[config.mk]
export PLATFORM = sky130hd
export DESIGN_NAME = rgb_skew_detector
export DESIGN_NICKNAME = d
export VERILOG_FILES = /design/src/rtl/skew_pkg.sv /design/src/rtl/skew_pair_fsm.sv /design/src/rtl/skew_accum.sv /design/src/rtl/rgb_skew_detector.sv
export SDC_FILE = /design/constraint.sdc
export NUM_CORES = 1
export LEC_CHECK = 0
export BUFFER_PORTS_ARGS = -buffer_cell sky130_fd_sc_hd__buf_2
export CAP_MARGIN = 20
export CORE_UTILIZATION = 35
export DETAILED_ROUTE_END_ITERATION = 12
export PLACE_DENSITY = 0.62
export RECOVER_POWER = 100
export SYNTH_ARGS = -nofsm -noshare
export SYNTH_HDL_FRONTEND = slang
export SYNTH_HIERARCHICAL = 1
export SYNTH_SLANG_ARGS = --single-unit
[constraint.sdc]
create_clock -name clk -period 10.8 [get_ports clk]
set_input_delay 1.62 -clock clk [delete_from_list [all_inputs] [get_ports clk]]
set_output_delay 1.62 -clock clk [all_outputs]
set_load 0.03 [all_outputs]
[src/rtl/skew_pkg.sv]
package skew_pkg;
    typedef enum logic [1:0] {
        ST_SETTLE = 2'd0,
        ST_ARMED  = 2'd1,
        ST_A_LEAD = 2'd2,
        ST_B_LEAD = 2'd3
    } pair_state_t;
endpackage

[src/rtl/skew_pair_fsm.sv]
module skew_pair_fsm
    import skew_pkg::*;
#(
    parameter int RUN_W = 15
) (
    input  logic             clk,
    input  logic             rst_n,
    input  logic             a_in,
    input  logic             b_in,
    output logic             pulse_up,
    output logic             pulse_dn,
    output logic             ev_ok,
    output logic             ev_bad,
    output logic             ev_neg,
    output logic [RUN_W-1:0] ev_width
);
    localparam logic [RUN_W-1:0] RUN_MAX = {RUN_W{1'b1}};

    pair_state_t state_q, state_d;
    logic [RUN_W-1:0] run_q, run_d;

    // state register
    always_ff @(posedge clk or negedge rst_n) begin
        if (!rst_n) begin
            state_q <= ST_SETTLE;
            run_q   <= '0;
        end else begin
            state_q <= state_d;
            run_q   <= run_d;
        end
    end

    // transitions and outputs
    always_comb begin
        state_d  = state_q;
        run_d    = run_q;
        ev_ok    = 1'b0;
        ev_bad   = 1'b0;
        ev_neg   = 1'b0;
        ev_width = '0;
        pulse_up = 1'b0;
        pulse_dn = 1'b0;
        unique case (state_q)
            ST_SETTLE: begin
                if (!a_in && !b_in) state_d = ST_ARMED;
            end
            ST_ARMED: begin
                if (a_in && b_in) begin
                    ev_ok   = 1'b1;
                    state_d = ST_SETTLE;
                end else if (a_in) begin
                    run_d   = {{(RUN_W-1){1'b0}}, 1'b1};
                    state_d = ST_A_LEAD;
                end else if (b_in) begin
                    run_d   = {{(RUN_W-1){1'b0}}, 1'b1};
                    state_d = ST_B_LEAD;
                end
            end
            ST_A_LEAD: begin
                pulse_up = 1'b1;
                ev_width = run_q;
                if (!a_in) begin
                    ev_bad  = 1'b1;
                    state_d = ST_SETTLE;
                end else if (b_in) begin
                    ev_ok   = 1'b1;
                    state_d = ST_SETTLE;
                end else if (run_q != RUN_MAX) begin
                    run_d = run_q + 1'b1;
                end
            end
            ST_B_LEAD: begin
                pulse_dn = 1'b1;
                ev_neg   = 1'b1;
                ev_width = run_q;
                if (!b_in) begin
                    ev_bad  = 1'b1;
                    state_d = ST_SETTLE;
                end else if (a_in) begin
                    ev_ok   = 1'b1;
                    state_d = ST_SETTLE;
                end else if (run_q != RUN_MAX) begin
                    run_d = run_q + 1'b1;
                end
            end
            default: state_d = ST_SETTLE;
        endcase
    end


    up_needs_a_chk: assert property (@(posedge clk) disable iff (!rst_n)
        pulse_up |-> $past(a_in));

    dn_needs_b_chk: assert property (@(posedge clk) disable iff (!rst_n)
        pulse_dn |-> $past(b_in));

    rearm_wait_chk: assert property (@(posedge clk) disable iff (!rst_n)
        (ev_ok || ev_bad) |=> (!pulse_up && !pulse_dn));
endmodule

[src/rtl/skew_accum.sv]
module skew_accum #(
    parameter int ACC_W = 16,
    parameter int CNT_W = 8
) (
    input  logic               clk,
    input  logic               rst_n,
    input  logic               clr,
    input  logic               ev_ok,
    input  logic               ev_bad,
    input  logic               ev_neg,
    input  logic [ACC_W-2:0]   ev_width,
    input  logic [CNT_W-1:0]   target,
    output logic [ACC_W-1:0]   acc,
    output logic               meas_valid,
    output logic               bad_evt
);
    localparam logic signed [ACC_W:0] SUM_MAX = $signed({2'b00, {(ACC_W-1){1'b1}}});
    localparam logic signed [ACC_W:0] SUM_MIN = $signed({2'b11, {(ACC_W-1){1'b0}}});
    localparam logic [CNT_W-1:0]      CNT_MAX = {CNT_W{1'b1}};

    logic [ACC_W-1:0] acc_q;
    logic [CNT_W-1:0] cnt_q;
    logic             bad_q;
    logic signed [ACC_W:0] delta, sum;
    logic [ACC_W-1:0] sat_sum;

    always_comb begin
        delta = $signed({2'b00, ev_width});
        if (ev_neg) delta = -delta;
        sum = $signed({acc_q[ACC_W-1], acc_q}) + delta;
        if (sum > SUM_MAX)      sat_sum = SUM_MAX[ACC_W-1:0];
        else if (sum < SUM_MIN) sat_sum = SUM_MIN[ACC_W-1:0];
        else                    sat_sum = sum[ACC_W-1:0];
    end

    always_ff @(posedge clk or negedge rst_n) begin
        if (!rst_n) begin
            acc_q <= '0;
            cnt_q <= '0;
            bad_q <= 1'b0;
        end else begin
            bad_q <= ev_bad;
            if (clr) begin
                acc_q <= '0;
                cnt_q <= '0;
            end else if (ev_ok) begin
                acc_q <= sat_sum;
                if (cnt_q != CNT_MAX) cnt_q <= cnt_q + 1'b1;
            end
        end
    end

    assign acc        = acc_q;
    assign bad_evt    = bad_q;
    assign meas_valid = (cnt_q >= target);


    clear_zero_chk: assert property (@(posedge clk) disable iff (!rst_n)
        clr |=> (acc_q == '0 && cnt_q == '0));

    bad_hold_chk: assert property (@(posedge clk) disable iff (!rst_n)
        (ev_bad && !clr) |=> ($stable(acc_q) && $stable(cnt_q)));

    up_sign_chk: assert property (@(posedge clk) disable iff (!rst_n)
        (ev_ok && !ev_neg && !clr) |=> ($signed(acc_q) >= $signed($past(acc_q))));

    cnt_mono_chk: assert property (@(posedge clk) disable iff (!rst_n)
        !clr |=> (cnt_q >= $past(cnt_q)));
endmodule

[src/rtl/rgb_skew_detector.sv]
module rgb_skew_detector #(
    parameter int ACC_W = 16,
    parameter int CNT_W = 8
) (
    input  logic               clk,
    input  logic               rst_n,
    input  logic [2:0]         chan_in,
    input  logic               acc_clear,
    input  logic [CNT_W-1:0]   event_target,
    output logic [2:0]         pulse_up,
    output logic [2:0]         pulse_dn,
    output logic [2:0]         bad_event,
    output logic [2:0]         meas_valid,
    output logic [3*ACC_W-1:0] skew_acc
);
    localparam int NPAIR = 3;
    localparam int RUN_W = ACC_W - 1;

    for (genvar p = 0; p < NPAIR; p++) begin : g_pair
        logic             ev_ok, ev_bad, ev_neg;
        logic [RUN_W-1:0] ev_width;

        skew_pair_fsm #(.RUN_W(RUN_W)) u_fsm (
            .clk      (clk),
            .rst_n    (rst_n),
            .a_in     (chan_in[p]),
            .b_in     (chan_in[(p + 1) % NPAIR]),
            .pulse_up (pulse_up[p]),
            .pulse_dn (pulse_dn[p]),
            .ev_ok    (ev_ok),
            .ev_bad   (ev_bad),
            .ev_neg   (ev_neg),
            .ev_width (ev_width)
        );

        skew_accum #(.ACC_W(ACC_W), .CNT_W(CNT_W)) u_acc (
            .clk        (clk),
            .rst_n      (rst_n),
            .clr        (acc_clear),
            .ev_ok      (ev_ok),
            .ev_bad     (ev_bad),
            .ev_neg     (ev_neg),
            .ev_width   (ev_width),
            .target     (event_target),
            .acc        (skew_acc[p*ACC_W +: ACC_W]),
            .meas_valid (meas_valid[p]),
            .bad_evt    (bad_event[p])
        );
    end
endmodule

=== After elaboration in Yosys (flattened, before gate mapping) ===
Cells that the tools add are included.

* Bits in registers: 126
* Latch bits: 0
* RAM bits: 0
* ROM bits: 0
* Input bits: 14
* Memories kept: 0

* Add/subtract/negate cells: 12
* $mul: 0
* Divide/modulo/power cells: 0
* $lt $le $gt $ge: 9
* Equal/unequal tests: 45
* Shift-type cells: 0
* Muxes and demuxes: 105
* Bitwise gates (word level): 0
* Reduce and logical (&&, ||, !) cells: 33

{| class="wikitable"
|+ Operator list
! kind !! count
|-
| two-way mux 15 bit || 27
|-
| two-way mux 16 bit || 12
|-
| case mux 15 bit (3 select lines) || 3
|-
| two-way mux 8 bit || 9
|-
| adder 16 x 17 -> 17 bit || 3
|-
| greater-than comparator 17 x 16 -> 1 bit (second input constant) || 3
|-
| less-than comparator 17 x 16 -> 1 bit (second input constant) || 3
|-
| two-way mux 17 bit || 3
|-
| negation 15 -> 17 bit || 3
|-
| adder 15 x 1 -> 15 bit (second input constant) || 3
|-
| inequality test 15 bit (second input constant) || 3
|-
| two-way mux 2 bit || 21
|-
| inequality test 2 bit (second input constant) || 15
|-
| inequality test 3 bit (second input constant) || 9
|-
| adder 8 x 1 -> 8 bit (second input constant) || 3
|-
| >= comparator 8 bit || 3
|-
| inequality test 8 bit (second input constant) || 3
|-
| case mux 2 bit (4 select lines) || 3
|-
| two-way mux 1 bit || 21
|-
| AND reduction 7 bit || 3
|-
| equality test 2 bit (second input constant) || 6
|-
| inequality test 4 x 3 -> 1 bit (second input constant) || 3
|-
| AND reduction 4 bit || 3
|-
| nonzero test 2 bit || 6
|-
| 10 further kinds || 33
|}

=== Depth between registers and ports, before layout ===
Gate-level depths: netlist (run 1).

* Depth in word-level cells: 11
* Mapped depth: 19

=== Cells and area by module ===
Netlist (run 1), hierarchy kept.

{| class="wikitable"
|+ By module, submodules not included
! module !! times used !! cells each !! area each (µm²) !! seq. area each (µm²)
|-
| skew_accum at g_pair[1].u_acc || 1 || 301 || 2,561.2 || 625.6
|-
| skew_accum at g_pair[2].u_acc || 1 || 296 || 2,556.2 || 625.6
|-
| skew_accum at g_pair[0].u_acc || 1 || 309 || 2,449.8 || 625.6
|-
| skew_pair_fsm at g_pair[0].u_fsm ... || 2 || 119 || 1,121.1 || 425.4
|-
| skew_pair_fsm at g_pair[2].u_fsm || 1 || 118 || 1,083.5 || 425.4
|}

=== Worst setup path before layout (run 1) ===
OpenSTA, ideal clock, no wires.

* Path kind: input -> output
* Start: input port event_target[0]
* End: output port meas_valid[1]
* Arrival time: 3.112 ns
* Data required time: 9.180 ns
* Setup slack: 6.068 ns
* Cell stages on the path: 8
* Path buffers: 0
* Path through: ha_1 nand2b_1 a21o_1 a21o_1 a21o_1 a21o_1 a21oi_1 o21ai_0

* Longest elaborated chain between the ends: 1

{| class="wikitable"
|+ RTL lines
! element !! RTL line !! RTL
|-
| start, declared || rgb_skew_detector.sv:9 || <nowiki>input logic [CNT_W-1:0] event_target,</nowiki>
|-
| >= comparator 8 bit || skew_accum.sv:55 || <nowiki>assign meas_valid = (cnt_q >= target);</nowiki>
|-
| end, declared || rgb_skew_detector.sv:13 || <nowiki>output logic [2:0] meas_valid,</nowiki>
|}

Every way passes these cells.

==> results of run 1 <==
-- cells in the mapped netlist (all sizes together), types with 19 or more instances --
master | count | area share [%]
inv | 62 | 2.1
nor3 | 26 | 1.2
dfrtp | 126 | 29
nand3 | 32 | 1.5
nand2b | 24 | 1.4
xnor2 | 74 | 6.2
and2 | 53 | 3.1
or3 | 20 | 1.2
nor2 | 122 | 4.2
buf | 19 | 1.6
o31ai | 23 | 1.6
nand4 | 25 | 1.8
xor2 | 28 | 2.3
a21o | 23 | 1.6
o21ai | 86 | 4.4
and3 | 22 | 1.4
a211oi | 42 | 3.8
a21oi | 65 | 3.1
nand2 | 95 | 3.3
ha | 81 | 9.3
clkbuf | 30 | 1.2
-- placed cells by master, fill, tap and decap left out, drive strengths merged, types with 9 or more instances in the layout --
cell	instances
and4	10
nor3	26
nand4	25
xor2	28
and2	53
nor2	122
o211ai	14
o31ai	23
and3	22
a31oi	12
o21a	16
nor2b	14
a21o	23
buf	15
o21ai	86
ha	81
a21oi	65
nand3	32
nand2b	24
o41ai	11
clkbuf	80
nand2	95
a211oi	42
or3	20
dfrtp	126
xnor2	74
or4	9
inv	64
-- through the flow --
step | hold slack, ns | cells | power, mW | area [um^2]
5_1_grt | 0.544 | 1717 | 1.37 | 11900
3_3_place_gp | 0.485 | 1686 | 0.752 | 11500
6_report | 0.507 | 1717 | 1.31 | 11900
4_1_cts | 0.509 | 1716 | 1.34 | 12100
2_1_floorplan | 0.464 | 1262 | 0.693 | 10900
3_5_place_dp | 0.497 | 1686 | 0.757 | 11500
-- kinds of logic after synthesis --
group	after synthesis
xor+xnor	102
simple gates	486
flops	126
buf+inv	111
mux	7
fa+ha+maj	84
compound gates	346
-- power by group through the flow --
stage	sequential, mW	clock (mW)	combinational [mW]
floorplan	0.546	0	0.148
global placement	0.538	0	0.214
detailed placement	0.539	0	0.218
CTS	0.531	0.587	0.219
global route	0.536	0.603	0.236
finish	0.531	0.574	0.209
-- final timing paths --
check,cells after the start,to,slack [ns],startpoint
setup / recovery,2,g_pair[1].u_acc/acc[10]$_DFFE_PN0P_,4.01,rst_n
hold / removal,2,g_pair[1].u_fsm/run_q[14]$_DFFE_PN0P_,0.51,g_pair[1].u_fsm/run_q[14]$_DFFE_PN0P_
setup reg to reg,14,g_pair[1].u_acc/acc[11]$_DFFE_PN0P_,4.42,g_pair[1].u_fsm/state_q[1]$_DFFE_PN0P_
hold reg to reg,2,g_pair[1].u_fsm/run_q[14]$_DFFE_PN0P_,0.51,g_pair[1].u_fsm/run_q[14]$_DFFE_PN0P_
max in group clk,14,g_pair[1].u_acc/acc[11]$_DFFE_PN0P_,4.42,g_pair[1].u_fsm/state_q[1]$_DFFE_PN0P_
min in group asynchronous,1,g_pair[0].u_fsm/state_q[1]$_DFFE_PN0P_,2.96,rst_n
-- worst reg2reg max path, delay by kind of cell (launching register included) --
family | cells | cell delay (ns)
adder cells (fa/ha/maj) | 1 | 0.35
AND/OR/NAND/NOR | 4 | 1.39
flip-flops | 1 | 0.66
AO/OA/AOI/OAI | 7 | 2.51
XOR/XNOR | 2 | 1.37
-- flip-flops by register name, indices dropped and copies added, names as in the netlist --
signal                count
g_pair.u_acc/acc         48
g_pair.u_acc/cnt_q       24
g_pair.u_acc/bad_evt      3
g_pair.u_fsm/run_q       45
g_pair.u_fsm/state_q      6
-- area by class of cell --
type / instances / area [um^2]
inverters: 62 / 233
repair buffers: 78 / 319
multi-input cells: 1025 / 7090
fillers: 3161 / 18700
well taps: 396 / 495
clock buffers: 17 / 425
clock inverters: 13 / 144
flip-flops and latches: 126 / 3150
-- per-layer routing --
metal	part of all wire [%]	vias to the layer above	global-route usage [%]
met5	0	-	0
li1	-	4689	-
met2	48	166	30.5
met3	3.9	28	3.32
met1	46	4551	22.9
met4	1.7	0	5.23
==> impl_summary.md, run 1 <==
Power and ir drop
VDD sags by at most 0.113 mV. The static leakage is 5.25 nW. The share of power burned in registers is 40.4%. The net switching fraction of the power is 31.2%. The switching component of the power is 0.410 mW.

The clock network fraction of total power is 43.7%. Cell internal power was estimated by the tool at 0.904 mW. Dividing total power by cell area gives a power density of 111 mW/mm^2. Of the total power, combinational logic draws 15.9%.

Setup path
Of all nets on the critical path, the largest fanout is 87. The signal on the critical path passes through clkbuf_1 -> clkbuf_1. In this design, the stage delay of the slowest critical-path cell is 3.39 ns. Counting both buffers and inverters, the worst setup path holds a total of 2.

The worst setup path is launched from an input pin. The category of cells accounting for the largest share of critical-path delay is buffers and inverters. Data on the critical path is required at its endpoint by 10.87 ns. The critical-path cell with the highest stage delay is sky130_fd_sc_hd__clkbuf_1. By startpoint and endpoint, the worst setup path is classified as in2async. Data on the critical path arrives at its endpoint at 6.86 ns. The cell repeated most along the worst path is sky130_fd_sc_hd__clkbuf_1. The sort of element at the end of the critical path is an asynchronous set/reset pin.

Timing
The highest achievable clock rate is 0.147 GHz. The setup TNS is 0 ns. The count of final hold-check violations is 0.

The minimum setup slack in the final design is 4.01 ns. The setup violation total in the final timing report is 0. For the finished layout, the period the worst path requires is 6.79 ns. Across the routed clock network, the largest skew measured is 0.0105 ns.

The transition time at the pin with the least slew margin is 4.94 ns. Setup repair after global routing left no endpoint under its margin. The relative slew slack is -229%. The number of pins with negative max-slew slack in the final report is 195. The ratio of final minimum period to clock period is 62.9%.

Yosys
The combinational family with the most area after synthesis is simple AND/OR/NAND/NOR gates. Synthesis produced a netlist with a net count of 1,360. The synthesized-area fraction occupied by adder cells is 9.86%. The synthesized-area fraction occupied by xor and xnor cells is 8.51%. The most used flip-flop cell after synthesis is sky130_fd_sc_hd__dfrtp_1. The mux cell area share after synthesis is 0.655%. The post-synthesis async set-or-reset flop share is 100%. The Yosys step of the flow raised 6 warnings. Yosys mapped a number of flops with a built-in enable equal to 0. The synthesized netlist devotes 24.3% of its cell area to simple gates.

The synthesized netlist cell count is 1,262. The area of the mapped netlist is 0.0109 mm^2. The post-synthesis average cell area is 8.63 um^2. Counting flops and latches in the post-synthesis netlist gives 126. The complex-gate fraction of the synthesized area is 22.8%. Counting distinct cell types in the post-synthesis netlist gives 93. After synthesis, flip-flops and latches occupy 28.9% of the total area.

Die
For this configuration, the core starts out at a cell density of 35.6%. The vertical die dimension is 178 um. The number of top-level pins is 74.

The number of standard-cell rows in the floorplan is 64. The die outline area is 0.0318 mm^2. The chip width is 178 um. The floorplan step defined a core boundary enclosing 0.0306 mm^2.

CTS
The number of buffers inserted by hold repair at cts is 0. Gates resized during post-CTS repair numbered 0. The level count of the clock H-tree is 4.

The maximum buffer depth of the clock tree is 2. The clock tree from TritonCTS is yes. The number of clock buffers inserted by TritonCTS is 17. The CTS root buffer is sky130_fd_sc_hd__clkbuf_16.

The clock-pin slew of the registers on the worst-case setup and hold paths is 0.06 ns. The total setup buffers inserted after CTS is 0. The clock sink count is 126. The clock latency at the later pin of the worst-skew pair is 0.44 ns.

Global route
The total global routing overflow is 0. Entering global routing, the biggest net connects 88 pins. The number of antenna violations at the first check in global routing was 0. The number of global-route vias before repair is 8,943. The wire length of the first global-routing pass is 45.5 mm. Global routing consumed, over all layers together, 17.9% of the routing resources.

Placed design
The count of buffers from port buffering is 73. Routability-driven placement finished with a final weighted congestion of 0.847. The pre-CTS setup slack is 5.78 ns. The estimated wirelength of the detail-placed design is 20.1 mm.

Min path
The class of the most critical hold timing path is reg2reg.

Drt
Detailed routing inserted a total of 9,434 vias. The number of vias per cell after detailed routing is 5.49. In the final routed layout, each cell accounts on average for 16.1 um. The count of TritonRoute iterations in the first routing pass is 5.

The count of routing violations after the opening detailed-route iteration is 586. The aggregate routed wire length is 27.7 mm. The post-detailed-route DRC marker count is 0. Once detail routing completed, the nets flagged for antenna violations numbered 0.

Status
The run finished, with violations left. The final reports fail on max-capacitance violations, max-slew violations.

Cells and area
Once layout is complete, the utilization of the core stands at 38.8%. The post-route netlist has 7.34% of its cells at a drive strength greater than 1. The final layout contains 1,408 nets. The layout overhead on the synthesized area is 8.89%. The antenna diode instance count is 0.

Flow run
Across the run, the number of max-cap violations was 7.
Note: power is estimated with default switching activity, not from simulation.
==> inputs of run 2 (changes only) <==
Clock period 10.8 ns to 6.6 ns, I/O delays scaled along.
==> run 2 against run 1 <==
  * The flow still finishes with violations (max-capacitance violations, max-slew violations)
  * Register-to-register slack lost 3.3 ns
  * Sequential cell count unchanged
  * Largest power group unchanged
  * Critical path type is now reg2reg
  * First-iteration DRC count down 12%
  * Sequential share of layout area shrank 0.056 points
==> impl_summary.md, run 2 (synthesized netlist as in run 1, its figures left out) <==
Status
The run finished, with violations left. The final reports fail on max-capacitance violations, max-slew violations.

Power and ir drop
The static leakage is 5.25 nW. The peak supply drop is 0.167 mV. The areal power density over the cells is 185 mW/mm^2.

Net switching is 30.0% of the power. Summed over all nets, the switching power comes to 0.661 mW. The cell-internal power is 1.54 mW. Overall power consumption after layout is estimated at 2.20 mW. The clock network fraction of total power is 45.2%. The combinational group share of total power is 15.4%. The share of total power dissipated in sequential elements is 39.4%.

CTS
The clock-pin slew of the registers on the worst-case setup and hold paths is 0.06 ns. The level count of the clock H-tree is 4. The clock passes through at most 2 buffers. The number of hold buffers added after CTS was 0. Counting every sink on the clock net gives 126. Clock tree synthesis inserted a total of 17 buffers. The clock latency at the later pin of the worst-skew pair is 0.43 ns. The CTS root buffer is sky130_fd_sc_hd__clkbuf_16. The total setup buffers inserted after CTS is 0. TritonCTS built the clock tree. Once the clock tree was built, the resizer swapped 0 gates to a different size.

Drt
The total via count in the routed design is 9,418. The count of routing violations after the opening detailed-route iteration is 518. The post-detailed-route DRC marker count is 0. The remaining antenna violation count is 0. The number of vias per cell after detailed routing is 5.48. Before antenna repair, the detailed router went through 5 iterations. After detailed routing, the total wire length is 27.3 mm. The routed length per instance is 15.9 um.

Flow run
The reported max-cap violation count is 4.

Placed design
Buffers placed on the I/O ports in this run total 73. The number of cells after detailed placement is 1,687. Once detailed placement completed, the half-perimeter wirelength came to 20.1 mm. The congestion estimate from routability-driven global placement came to 0.893.

Cells and area
Of the cells placed in the final design, the portion with a size suffix greater than 1 is 6.95%. The layout overhead on the synthesized area is 9.12%. In the final design database the tool counted 1,408 nets. The final cell count without fillers is 1,719. The register with the most flip-flops in the layout has 48 of them. The antenna diode instance count is 0. The library cell used most frequently in the layout, excluding fill and tap cells, is sky130_fd_sc_hd__dfrtp_1.

The top cell types in the final layout, fill and taps aside, are sky130_fd_sc_hd__dfrtp_1, sky130_fd_sc_hd__nor2_1, sky130_fd_sc_hd__nand2_1. Once layout is complete, the utilization of the core stands at 38.9%.

Timing
The highest achievable clock rate is 0.184 GHz. Measured against its own limit, the worst slew margin works out to -201%. The count of final hold-check violations came to 0. Setup repair after global routing left no endpoint under its margin. The number of pins with negative max-slew slack in the final report is 129.

After layout, the minimum clock period comes to 5.44 ns. Setup violations remaining at the end of the flow were counted as 0. The ratio of final minimum period to clock period is 82.4%. The setup skew after layout is 0.00891 ns. The transition time at the pin with the least slew margin is 4.51 ns. Hold is met by 0.515 ns. The setup TNS is 0 ns.

Die
The region available for standard cell placement spans 0.0306 mm^2. The number of standard-cell rows in the floorplan is 64. The initial utilization of the core area, before any placement, comes to 35.6%. The die outline area is 0.0318 mm^2. In this run the vertical extent of the chip is 178 um. From left edge to right edge, the die measures 178 um. 74 I/O pins were placed.

Global route
The wire length of the first global-routing pass is 45.4 mm. The number of antenna violations at the first check in global routing is 0. Entering global routing, the biggest net connects 78 pins. The total global routing overflow is 0.

The number of global-route vias before repair is 9,010. Across every metal layer, demand over resource in global routing totals 17.9%.

Setup path
For the worst setup path, the data required time is 6.83 ns. STA classifies the critical path endpoint as a flop. The worst endpoint data arrival time is 5.67 ns.

The type of element launching the critical path is a flop. The kind of critical path is reg2reg. The top fanout value on the critical path is 31.

Min path
The class of the most critical hold timing path is reg2reg.
## run 2: cell count changes in the layout (fill, tap and decap cells not counted), moves of 2 or more
cell / delta
sky130_fd_sc_hd__a211oi_1: +9
sky130_fd_sc_hd__a211oi_2: -9
sky130_fd_sc_hd__buf_4: +2
sky130_fd_sc_hd__clkbuf_1: -2
sky130_fd_sc_hd__clkbuf_8: +2
sky130_fd_sc_hd__clkinv_2: -2
sky130_fd_sc_hd__clkinvlp_4: +2
sky130_fd_sc_hd__o21ai_0: +2
sky130_fd_sc_hd__o21ai_1: -2
## run 2: critical path: stages, from the launching register on
cell and delay, ns:
sky130_fd_sc_hd__dfrtp_1 0.65, sky130_fd_sc_hd__and2_0 0.35, sky130_fd_sc_hd__nor4_1 0.47, sky130_fd_sc_hd__nand2b_1 0.12, sky130_fd_sc_hd__or3_1 0.39, sky130_fd_sc_hd__o41ai_1 0.36, sky130_fd_sc_hd__xnor2_1 0.17, sky130_fd_sc_hd__ha_1 0.33
sky130_fd_sc_hd__o21ai_0 0.13, sky130_fd_sc_hd__o21bai_1 0.14, sky130_fd_sc_hd__o2111ai_1 0.27, sky130_fd_sc_hd__nand2_1 0.10, sky130_fd_sc_hd__or3_2 0.52, sky130_fd_sc_hd__a31oi_1 1.05, sky130_fd_sc_hd__a211oi_1 0.19
## run 2: final cells by class
class                      count  area [um^2]
inverter                      62          233
timing repair buffer          78          328
clock inverter                12          161
clock buffer                  20          457
fill                        3136        18700
multi-input combinational   1025         7060
tap                          396          495
sequential                   126         3150
## run 2: power by group through the flow
stage / clock (mW) / combinational, mW / sequential [mW]
after global placement: 0 / 0.350 / 0.880
after detailed placement: 0 / 0.356 / 0.880
after floorplan: 0 / 0.241 / 0.893
after CTS: 1.03 / 0.357 / 0.867
after global routing: 1.06 / 0.381 / 0.876
final: 0.996 / 0.340 / 0.867
## run 2: metal layers
| layer | global-route usage (%) | wire (um) | vias up |
|---|---|---|---|
| met5 | 0 | 0 | - |
| met4 | 6.14 | 567 | 0 |
| met3 | 3.07 | 1090 | 39 |
| met2 | 29.7 | 13100 | 190 |
| met1 | 23.2 | 12600 | 4479 |
| li1 | - | - | 4710 |
## run 2: worst paths after layout
kind                                                        start                               endpoint  slack, ns  cells past startpoint
setup / recovery           g_pair[2].u_fsm/state_q[1]$_DFFE_PN0P_     g_pair[2].u_acc/acc[5]$_DFFE_PN0P_       1.16                     14
setup reg to reg           g_pair[2].u_fsm/state_q[1]$_DFFE_PN0P_     g_pair[2].u_acc/acc[5]$_DFFE_PN0P_       1.16                     14
hold reg to reg             g_pair[1].u_fsm/run_q[14]$_DFFE_PN0P_  g_pair[1].u_fsm/run_q[14]$_DFFE_PN0P_       0.51                      2
hold / removal              g_pair[1].u_fsm/run_q[14]$_DFFE_PN0P_  g_pair[1].u_fsm/run_q[14]$_DFFE_PN0P_       0.51                      2
min in group asynchronous                                   rst_n   g_pair[0].u_fsm/run_q[2]$_DFFE_PN0P_       2.16                      1
max in group asynchronous                                   rst_n   g_pair[1].u_fsm/run_q[1]$_DFFE_PN0P_       1.90                      1
## run 2: stage by stage
stage | setup WS (ns) | instance area (um^2)
2_1_floorplan | 2.43 | 10900
3_3_place_gp | 1.61 | 11500
3_5_place_dp | 1.58 | 11500
4_1_cts | 1.52 | 12100
5_1_grt | 0.710 | 11900
6_report | 1.16 | 11900
==> inputs of run 3 (changes only) <==
Clock period 6.6 ns to 5.06 ns, I/O delays scaled along.
==> run 3 against run 2 <==
  * The run still ends with max-capacitance violations, max-slew violations left
  * Final cell count grew 0.64%
  * Wire length grew 1.0%
  * Die area unchanged
  * Count of clock-buffer cells in the layout is 2 lower
  * Sequential cell count is the same
  * Hold slack better by 0.0062 ns
  * Largest cell class unchanged
  * Highest routed layer unchanged
==> impl_summary.md, run 3 (synthesized netlist as in run 1, its figures left out) <==
Placed design
The number of cells after detailed placement is 1,698. The wire-length estimate of the detail-placed layout is 20.1 mm. Routability-driven placement finished with a final weighted congestion of 0.866. The count of buffers from port buffering is 73.

Timing
The count of final hold-check violations is 0. The setup skew after layout is 0.00877 ns. The highest achievable clock rate is 0.213 GHz. The setup violation total in the final timing report is 0. The number of pins with negative max-slew slack in the final report came to 180.

The tightest hold path in the finished design has a slack of 0.521 ns. At the pin with the least slew margin, the transition time is 2.51 ns. The ratio of final minimum period to clock period is 92.6%.

Measured against its own limit, the worst slew margin works out to -67.3%. After routing, the total negative slack on setup checks comes to 0 ns. The minimum clock period is 4.68 ns.

Setup path
The peak per-stage delay on the critical path is 0.65 ns. The total stage count of the critical path is 15. For the worst flop-to-flop path, the logic depth is 15. By startpoint and endpoint, the worst setup path is classified as reg2reg.

The critical path buffer and inverter count is 1. The category of cells accounting for the largest share of critical-path delay is compound AO/OA/AOI/OAI gates. The termination of the worst setup path is g_pair[0].u_acc/acc[6]$_DFFE_PN0P_.

The worst setup path is captured at a flop. The signal on the critical path passes through and2_1 -> inv_1 -> ha_1 -> or4b_4 -> o41ai_1 -> xnor2_1 -> ha_1 -> nand2_1 -> a21oi_1 -> o21ai_0 -> a311oi_1 -> o41ai_2 -> o21a_1 -> nand2b_1 -> o21a_1. The worst endpoint data arrival time is 5.00 ns. The critical-path cell with the highest stage delay is sky130_fd_sc_hd__a311oi_1. The top fanout value on the critical path is 21.

STA classifies the critical path startpoint as a flop. The beginning of the worst register-to-register path is g_pair[0].u_fsm/state_q[1]$_DFFE_PN0P_. The launching element of the worst setup path is g_pair[0].u_fsm/state_q[1]$_DFFE_PN0P_.

The setup check on the worst reg-to-reg path leaves a slack of 0.38 ns. The capture instance of the worst register-to-register path is g_pair[0].u_acc/acc[6]$_DFFE_PN0P_. At the worst endpoint, the required time is 5.38 ns.

Min path
The class of the most critical hold timing path is reg2reg.

Power and ir drop
The cell-internal power is 1.95 mW. Across the VDD grid, the largest voltage drop is 0.219 mV. The share of power burned in registers is 39.6%. The combinational group share of total power is 16.1%. In this run switching power makes up 31.4% of total power.

The static leakage is 5.30 nW. The switching component of the power is 0.893 mW. The areal power density over the cells is 238 mW/mm^2. The overall power consumption is 2.84 mW. The share of total power dissipated in the clock network is 44.3%.

CTS
Clock tree synthesis found a total of 126 sinks. After clock tree synthesis, the repair step resized 0 gates. The maximum buffer depth of the clock tree is 2. In this run the number of H-tree levels came out at 4. The clock tree from TritonCTS is yes.

After clock tree synthesis, the clock-pin slew on the worst setup and hold paths is 0.07 ns. The CTS root buffer is sky130_fd_sc_hd__clkbuf_16. The number of hold buffers added after CTS was 0. Buffers added to address setup during post-CTS repair amount to 0. The number of clock buffers added by TritonCTS is 17.

The clock latency at the later pin of the worst-skew pair is 0.44 ns.

Cells and area
The final cell count without fillers is 1,730. The register with the most flip-flops in the layout has 48 of them. The layout has 3,152 filler cells.

The repair_antennas step left the layout with diodes totalling 0. The layout overhead on the synthesized area is 9.55%. Of the cells placed in the final design, the portion with a size suffix greater than 1 is 7.80%. The final layout net count is 1,419. Leaving out fill and tap cells, the most frequent cell in the layout is sky130_fd_sc_hd__dfrtp_1. The library cells used most frequently in the layout, excluding fill and tap cells, are sky130_fd_sc_hd__dfrtp_1, sky130_fd_sc_hd__nor2_1, sky130_fd_sc_hd__nand2_1.

Status
The final reports fail on max-capacitance violations, max-slew violations. The run finished, with violations left.

Drt
The post-detailed-route DRC marker count is 0. The routed layout has 9,521 vias. Dividing the detail-routed wire length by the instance count gives 16.0 um.

The remaining antenna violation count is 0. The number of vias per cell after detailed routing is 5.50. The detailed router finished its first iteration with 551 violations. Wires add up to 27.6 mm.

Before antenna repair, the detailed router went through 5 iterations.

Global route
The wire length of the first global-routing pass is 46.0 mm. The total global routing overflow is 0. Entering global routing, the biggest net connects 95 pins. Global routing used 18.1% of the available tracks.

The number of antenna violations at the first check in global routing was 0. The number of global-route vias before repair is 9,069.

Die
The floorplan step defined a core boundary enclosing 0.0306 mm^2. The starting utilization of the core area is 35.6%. The floorplan step set the die width to 178 um. The floorplan has 64 rows.

The die outline area is 0.0318 mm^2. The vertical die dimension is 178 um. The number of top-level pins is 74.

Flow run
Across the run, the number of max-cap violations was 5.
run 3: layer usage:
metal / wire (um) / track usage [%]
met5: 0 / 0
met4: 563 / 6.46
met3: 1260 / 3.05
met2: 13300 / 30.6
met1: 12500 / 23.2
run 3: worst min path at each step:
| stage | cells after the start | end | slack [ns] | startpoint |
|---|---|---|---|---|
| floorplan | 0 | g_pair[0].u_acc/acc[0]$_DFFE_PN0P_ | 0.46 | rst_n |
| global placement | 2 | g_pair[1].u_fsm/run_q[14]$_DFFE_PN0P_ | 0.49 | g_pair[1].u_fsm/run_q[14]$_DFFE_PN0P_ |
| detailed placement | 2 | g_pair[1].u_fsm/run_q[14]$_DFFE_PN0P_ | 0.50 | g_pair[1].u_fsm/run_q[14]$_DFFE_PN0P_ |
| CTS | 1 | g_pair[0].u_fsm/run_q[1]$_DFFE_PN0P_ | 0.47 | rst_n |
| global route | 2 | g_pair[2].u_fsm/run_q[14]$_DFFE_PN0P_ | 0.55 | g_pair[2].u_fsm/run_q[14]$_DFFE_PN0P_ |
| finish | 2 | g_pair[1].u_fsm/run_q[14]$_DFFE_PN0P_ | 0.52 | g_pair[1].u_fsm/run_q[14]$_DFFE_PN0P_ |
run 3: power by group through the flow:
stage	Clock, mW	Combinational [mW]	Sequential [mW]
after floorplan	0	0.315	1.16
after detailed placement	0	0.478	1.14
after CTS	1.29	0.480	1.12
after global placement	0	0.468	1.14
final	1.26	0.457	1.13
after global routing	1.34	0.517	1.13
run 3: through the flow:
step	instance area [um^2]	worst slack [ns]	utilization, %
after floorplan	10900	0.891	-
after global placement	11600	0.403	37.8
after detailed placement	11600	0.291	37.8
after CTS	12200	0.257	39.8
after global routing	11900	-0.0244	39.0
final	11900	0.375	39.0
run 3: layout make-up:
| class | count | area, um^2 | area share [%] |
|---|---|---|---|
| inverter | 62 | 233 | 1.95 |
| clock buffer | 18 | 429 | 3.60 |
| clock inverter | 14 | 160 | 1.34 |
| tap | 396 | 495 | 4.15 |
| multi-input combinational | 1025 | 7070 | 59.2 |
| timing repair buffer | 89 | 394 | 3.30 |
| sequential | 126 | 3150 | 26.4 |
run 3: tightest hold or removal path, cell delays in order (launching register included):
cell and delay (ns):
sky130_fd_sc_hd__dfrtp_1 0.36, sky130_fd_sc_hd__nand2_1 0.06, sky130_fd_sc_hd__o31ai_1 0.06
